<file path="src/rtl/rxcap_pkg.sv">
package rxcap_pkg;
    typedef enum logic [1:0] {
        MODE_OFF0 = 2'b00,
        MODE_OFF1 = 2'b01,
        MODE_RISE = 2'b10,
        MODE_FALL = 2'b11
    } cap_mode_e;

    localparam int CFG_W       = 9;
    localparam int CFG_MODE_LO = 0;
    localparam int CFG_PORT_B  = 6;
    localparam int CFG_SYNC_LO = 7;
endpackage

</file>
<file path="src/rtl/rxcap_port_mux.sv">
module rxcap_port_mux #(
    parameter int DATA_W = 14,
    parameter int EXP_W  = 3
) (
    input  logic              use_b,
    input  logic [DATA_W-1:0] a_data,
    input  logic [EXP_W-1:0]  a_exp,
    input  logic              a_en,
    input  logic [DATA_W-1:0] b_data,
    input  logic [EXP_W-1:0]  b_exp,
    input  logic              b_en,
    output logic [DATA_W-1:0] sel_data,
    output logic [EXP_W-1:0]  sel_exp,
    output logic              sel_en
);
    always_comb begin
        if (use_b) begin
            sel_data = b_data;
            sel_exp  = b_exp;
            sel_en   = b_en;
        end else begin
            sel_data = a_data;
            sel_exp  = a_exp;
            sel_en   = a_en;
        end
    end
endmodule

</file>
<file path="src/rtl/rxcap_sync_sel.sv">
module rxcap_sync_sel #(
    parameter int N_SYNC = 4,
    localparam int SEL_W = (N_SYNC > 1) ? $clog2(N_SYNC) : 1
) (
    input  logic [N_SYNC-1:0] sync_in,
    input  logic [SEL_W-1:0]  sel,
    output logic              sync_out
);
    always_comb begin
        sync_out = 1'b0;
        for (int i = 0; i < N_SYNC; i++) begin
            if (sel == SEL_W'(i)) sync_out = sync_in[i];
        end
    end
endmodule

</file>
<file path="src/rtl/rxcap_capture.sv">
module rxcap_capture
    import rxcap_pkg::*;
#(
    parameter int DATA_W = 14,
    parameter int EXP_W  = 3
) (
    input  logic              clk,
    input  logic              rst_n,
    input  cap_mode_e         mode,
    input  logic              en,
    input  logic [DATA_W-1:0] data_in,
    input  logic [EXP_W-1:0]  exp_in,
    output logic [DATA_W-1:0] cap_data,
    output logic [EXP_W-1:0]  cap_exp,
    output logic              cap_tick
);
    typedef struct packed {
        logic              en_prev;
        logic [DATA_W-1:0] data;
        logic [EXP_W-1:0]  expv;
        logic              tick;
    } cap_state_t;

    cap_state_t st_q, st_d;
    logic rise_seen, fall_seen, fire;

    always_comb begin
        st_d      = st_q;
        rise_seen = en & ~st_q.en_prev;
        fall_seen = ~en & st_q.en_prev;
        fire      = ((mode == MODE_RISE) && rise_seen) ||
                    ((mode == MODE_FALL) && fall_seen);
        st_d.en_prev = en;
        st_d.tick    = fire;
        if (fire) begin
            st_d.data = data_in;
            st_d.expv = exp_in;
        end
    end

    always_ff @(posedge clk or negedge rst_n) begin
        if (!rst_n) st_q <= '0;
        else        st_q <= st_d;
    end

    assign cap_data = st_q.data;
    assign cap_exp  = st_q.expv;
    assign cap_tick = st_q.tick;

    a_r1_rise_capture: assert property (@(posedge clk) disable iff (!rst_n)
        (mode == MODE_RISE && en && !st_q.en_prev) |=> (cap_tick && cap_data == $past(data_in)));
    a_r2_fall_capture: assert property (@(posedge clk) disable iff (!rst_n)
        (mode == MODE_FALL && !en && st_q.en_prev) |=> (cap_tick && cap_exp == $past(exp_in)));
    a_r3_single_tick: assert property (@(posedge clk) disable iff (!rst_n)
        cap_tick |=> !cap_tick);
    a_r4_hold: assert property (@(posedge clk) disable iff (!rst_n)
        !cap_tick |-> ($stable(cap_data) && $stable(cap_exp)));
    a_r7_off_modes: assert property (@(posedge clk) disable iff (!rst_n)
        (mode == MODE_OFF0 || mode == MODE_OFF1) |=> !cap_tick);
endmodule

</file>
<file path="src/rtl/rxcap_top.sv">
module rxcap_top
    import rxcap_pkg::*;
#(
    parameter int DATA_W = 14,
    parameter int EXP_W  = 3,
    parameter int N_SYNC = 4
) (
    input  logic              clk,
    input  logic              rst_n,
    input  logic [8:0]        cfg,
    input  logic [DATA_W-1:0] a_data,
    input  logic [EXP_W-1:0]  a_exp,
    input  logic              a_en,
    input  logic [DATA_W-1:0] b_data,
    input  logic [EXP_W-1:0]  b_exp,
    input  logic              b_en,
    input  logic [N_SYNC-1:0] sync_in,
    output logic [DATA_W-1:0] cap_data,
    output logic [EXP_W-1:0]  cap_exp,
    output logic              cap_tick,
    output logic              sync_out
);
    localparam int SEL_W = (N_SYNC > 1) ? $clog2(N_SYNC) : 1;

    logic [DATA_W-1:0] sel_data;
    logic [EXP_W-1:0]  sel_exp;
    logic              sel_en;
    cap_mode_e         mode;
    logic              unused_cfg;

    assign mode       = cap_mode_e'(cfg[CFG_MODE_LO +: 2]);
    assign unused_cfg = ^cfg[5:2];

    rxcap_port_mux #(.DATA_W(DATA_W), .EXP_W(EXP_W)) u_mux (
        .use_b    (cfg[CFG_PORT_B]),
        .a_data   (a_data),
        .a_exp    (a_exp),
        .a_en     (a_en),
        .b_data   (b_data),
        .b_exp    (b_exp),
        .b_en     (b_en),
        .sel_data (sel_data),
        .sel_exp  (sel_exp),
        .sel_en   (sel_en)
    );

    rxcap_capture #(.DATA_W(DATA_W), .EXP_W(EXP_W)) u_cap (
        .clk      (clk),
        .rst_n    (rst_n),
        .mode     (mode),
        .en       (sel_en),
        .data_in  (sel_data),
        .exp_in   (sel_exp),
        .cap_data (cap_data),
        .cap_exp  (cap_exp),
        .cap_tick (cap_tick)
    );

    rxcap_sync_sel #(.N_SYNC(N_SYNC)) u_sync (
        .sync_in  (sync_in),
        .sel      (cfg[CFG_SYNC_LO +: SEL_W]),
        .sync_out (sync_out)
    );

    a_r5_routed_port: assert property (@(posedge clk) disable iff (!rst_n)
        cap_tick |-> (cap_data == $past(cfg[CFG_PORT_B] ? b_data : a_data)));
endmodule

</file>
<file path="config.mk">
export PLATFORM = sky130hd
export DESIGN_NAME = rxcap_top
export DESIGN_NICKNAME = d
export VERILOG_FILES = /design/src/rtl/rxcap_pkg.sv /design/src/rtl/rxcap_port_mux.sv /design/src/rtl/rxcap_sync_sel.sv /design/src/rtl/rxcap_capture.sv /design/src/rtl/rxcap_top.sv
export SDC_FILE = /design/constraint.sdc
export NUM_CORES = 1
export LEC_CHECK = 0
export ABC_AREA = 1
export BUFFER_PORTS_ARGS = -buffer_cell sky130_fd_sc_hd__buf_2
export CAP_MARGIN = 20
export CORE_MARGIN = 5
export CORE_UTILIZATION = 35
export DETAILED_ROUTE_END_ITERATION = 10
export PLACE_DENSITY = 0.66
export SLEW_MARGIN = 30
export SYNTH_ARGS = -nofsm -noshare
export SYNTH_HDL_FRONTEND = slang
export SYNTH_SLANG_ARGS = --single-unit
</file>
<file path="constraint.sdc">
create_clock -name clk -period 3.9 [get_ports clk]
set_clock_uncertainty 0.15 [all_clocks]
set_input_delay 0.975 -clock clk [delete_from_list [all_inputs] [get_ports clk]]
set_output_delay 0.975 -clock clk [all_outputs]
set_load 0.005 [all_outputs]
</file>
==> impl_results.rst <==
.. list-table::
   :header-rows: 1

   * - Metric
     - Value
   * - Result of the run
     - complete, no violations
   * - Later-pin clock latency in the skew report
     - slightly below 0.3 ns
   * - Fillers
     - around 370
   * - Path type of the worst setup path
     - primary input to output port
   * - Most common cell after layout, fill and taps aside
     - sky130_fd_sc_hd__nand2_1
   * - FMAX
     - ~0.38 GHz
   * - Detailed-route wire length
     - between 2000 and 3000 um
   * - Number of buffers added by the clock tree synthesis step
     - 3
   * - Drc violations
     - 0
   * - CTS tree
     - yes
   * - Initial cell density of the core
     - a little under two fifths
   * - Top library cells by usage in the layout, fill and taps aside
     - sky130_fd_sc_hd__nand2_1, sky130_fd_sc_hd__buf_2, sky130_fd_sc_hd__dfrtp_1, sky130_fd_sc_hd__nand4_1, sky130_fd_sc_hd__nand2_2
   * - Largest family of logic cells by synthesized area
     - simple AND/OR/NAND/NOR gates
   * - Die Area
     - around 0.005 sq mm
   * - Sequential element share of the synthesized area
     - 38.00%
   * - Worst Max-Slew Pin Slew
     - approximately 0.41 ns
   * - Largest buffer count on any clock path
     - 2
   * - Largest stage delay on the critical path
     - between 0.1 and 0.15 ns
   * - RSZ-0062 raised after global routing
     - false
   * - Synthesis Warnings
     - 0
   * - Largest driver fanout on the critical path
     - 3
   * - Total of cells resized after clock tree synthesis
     - 0
   * - Die X-Extent
     - 69.79 um
   * - Path category of the worst min-delay check
     - register to register
   * - Number of top-level pins
     - 70
   * - Post-synthesis simple-gate area fraction
     - between 40% and 50%
   * - Average routed wire per standard cell
     - approximately 11 um
   * - Number of buffers inserted for hold repair after clock tree synthesis
     - 0
   * - Complex-gate fraction of the synthesized area
     - ~1.2%
   * - Via total after detailed routing
     - about 1,100
   * - Syn Nets
     - approximately 210
   * - Final HPWL DP
     - about 2400 um
   * - Number of standard cells in the final layout excluding fillers
     - between 200 and 300
   * - XOR/XNOR Fraction of Synth Area
     - 0%
   * - Core area
     - 0.003390 sq mm
   * - Placed cells
     - 249
   * - Fraction of layout instances using a drive strength above 1
     - about two fifths
   * - Number of H-tree levels
     - 1
   * - Layout-stage area growth over the synthesis result
     - 18.20%
   * - Final GP Congestion
     - around 0.69
   * - Slew Limit Headroom
     - roughly 73%
   * - Number of pins with negative max-slew slack in the final report
     - 0
   * - Post-route ant nets
     - 0
   * - Cell count after synthesis
     - 163
   * - Post-synthesis sequential element count
     - 19
   * - Overall die height
     - 69.79 um
   * - Critical path arrival
     - roughly 1.5 ns
   * - Number of max-cap violations
     - 0
   * - Worst hold margin
     - 0.3231 ns
   * - Number of DRC violations after detailed-routing iteration 0
     - 48
   * - Number of I/O port buffers
     - 65
   * - Arithmetic-cell share of the synthesized area counting full adders, half adders and majority gates
     - 0%
   * - Setup Viol. Count Final
     - 0
   * - Worst vdd rail ir drop
     - a little over 0.00009 V
   * - Worst Path Required
     - roughly 2.8 ns
   * - Final sum of negative setup slack
     - 0 ns
   * - Crit path launch type
     - primary input
   * - Slowest cell on the critical path
     - sky130_fd_sc_hd__buf_2
   * - Final hold violations
     - 0
   * - Clk sinks
     - 19
   * - Type of element capturing the critical path
     - output port
   * - Cell Pwr Density
     - around 350 mW/mm^2
   * - Total standard cell area after synthesis
     - 0.001251 sq mm
   * - Final worst-path cycle share
     - 67.74%
   * - Number of vias per cell
     - between 4 and 5
   * - Sequence of cells on the critical path
     - buf_2 -> nor2_1 -> nor2_1 -> o21ai_0 -> o21ai_0 -> buf_2
   * - Floorplan row count
     - 21
   * - Distinct cell type count of the synthesized netlist
     - 17
   * - Pin count of the biggest net entering global routing
     - 20
   * - Final #Nets
     - between 200 and 300
   * - Global router's overall resource usage
     - a little under an eighth
   * - Number of buffers added for setup after CTS
     - 0
   * - Number of global-route vias before repair
     - around 1,100
   * - Worst-path clk slew
     - 0.10 ns
   * - Root Buffer Master
     - sky130_fd_sc_hd__clkbuf_4
   * - First drt pass iteration count
     - 4
   * - Wire length of the first global-routing pass
     - about 4800 um
   * - Initial antenna violation count
     - 0
   * - Multiplexer fraction of the synthesized cell area
     - 0%
   * - Average size of a mapped cell
     - approximately 7.7 sq um
   * - Grt ovf
     - 0
   * - # diodes
     - 0
   * - Static Leakage
     - around 0.88 nW
   * - Min Tclk post-route
     - about 2.6 ns
Yosys cell counts:
| master | count | share of area, % |
|---|---|---|
| sky130_fd_sc_hd__or2_1 | 1 | 0.50 |
| sky130_fd_sc_hd__nand4_1 | 17 | 8.5 |
| sky130_fd_sc_hd__nor2_1 | 3 | 0.90 |
| sky130_fd_sc_hd__buf_8 | 1 | 1.2 |
| sky130_fd_sc_hd__buf_4 | 17 | 10 |
| sky130_fd_sc_hd__nand2_4 | 1 | 0.90 |
| sky130_fd_sc_hd__nand2_2 | 10 | 5.0 |
| sky130_fd_sc_hd__clkbuf_1 | 1 | 0.30 |
| sky130_fd_sc_hd__nand2_8 | 2 | 3.2 |
| sky130_fd_sc_hd__dfrtp_1 | 19 | 38 |
| sky130_fd_sc_hd__nand3_4 | 2 | 2.8 |
| sky130_fd_sc_hd__buf_2 | 5 | 2.0 |
| sky130_fd_sc_hd__nand2_1 | 77 | 23 |
| sky130_fd_sc_hd__inv_6 | 1 | 0.70 |
| sky130_fd_sc_hd__inv_1 | 2 | 0.60 |
| sky130_fd_sc_hd__o21ai_0 | 3 | 1.2 |
| sky130_fd_sc_hd__buf_6 | 1 | 0.90 |
state kept, by name, indices dropped and copies added (netlist names):
name            flops
u_cap.cap_tick      1
u_cap.cap_exp       3
u_cap.st_q          1
u_cap.cap_data     14
path summary, 6_finish.rpt:
| path | cells after the start | slack, ns | endpoint | startpoint |
|---|---|---|---|---|
| worst max-delay path | 6 | 1.26 | sync_out | cfg[7] |
| worst min-delay path | 2 | 0.32 | u_cap.cap_exp[1] | u_cap.cap_exp[1] |
| worst max register to register | 5 | 2.40 | u_cap.cap_data[1] | u_cap.st_q[18] |
| worst min register to register | 2 | 0.32 | u_cap.cap_exp[1] | u_cap.cap_exp[1] |
| max in group asynchronous | 1 | 2.87 | u_cap.st_q[18] | rst_n |
| min in group asynchronous | 1 | 0.44 | u_cap.cap_data[2] | rst_n |
final cells by class:
cell class | instances | area (sq um) | area share (%)
inverters | 3 | 16.27 | 1.100
clock buffers | 3 | 22.52 | 1.523
clock inverters | 1 | 5.005 | 0.3384
well taps | 46 | 57.56 | 3.892
flip-flops and latches | 19 | 475.5 | 32.15
multi-input cells | 116 | 576.8 | 39.00
repair buffers | 65 | 325.3 | 22.00
report_power, final:
part,internal (mW),switching (mW)
Sequential,0.236,0.0222
Clock,0.0381,0.0596
Combinational,0.0745,0.0870
critical path, delay by kind of cell:
kind | cells | cell delay (ns)
buffers and inverters | 2 | 0.24
and+or+nand+nor | 2 | 0.15
AOI/OAI and AO/OA | 2 | 0.15
cells by family after synthesis:
logic type,Yosys count
and+or+nand+nor,113
DFF,19
buffers and inverters,28
AOI/OAI and AO/OA,3
per-layer routing:
metal / wire length [um] / track usage (%) / share of wire, %
met3: 195 / 2.029 / 6.7
met5: 0 / 0 / 0
met4: 12 / 3.830 / 0.41
met1: 1212 / 13.92 / 42
met2: 1478 / 21.41 / 51
metrics by stage:
step	setup slack [ns]	util (%)	cell area, sq um	total power, mW
floorplan	1.527	-	1251	0.4004
global placement	1.280	42.82	1451	0.4250
detailed placement	1.249	42.82	1451	0.4291
CTS	1.248	43.63	1479	0.5256
global route	1.199	43.63	1479	0.5615
finish	1.258	43.63	1479	0.5173
No activity file was read; power rests on OpenSTA's default activity.
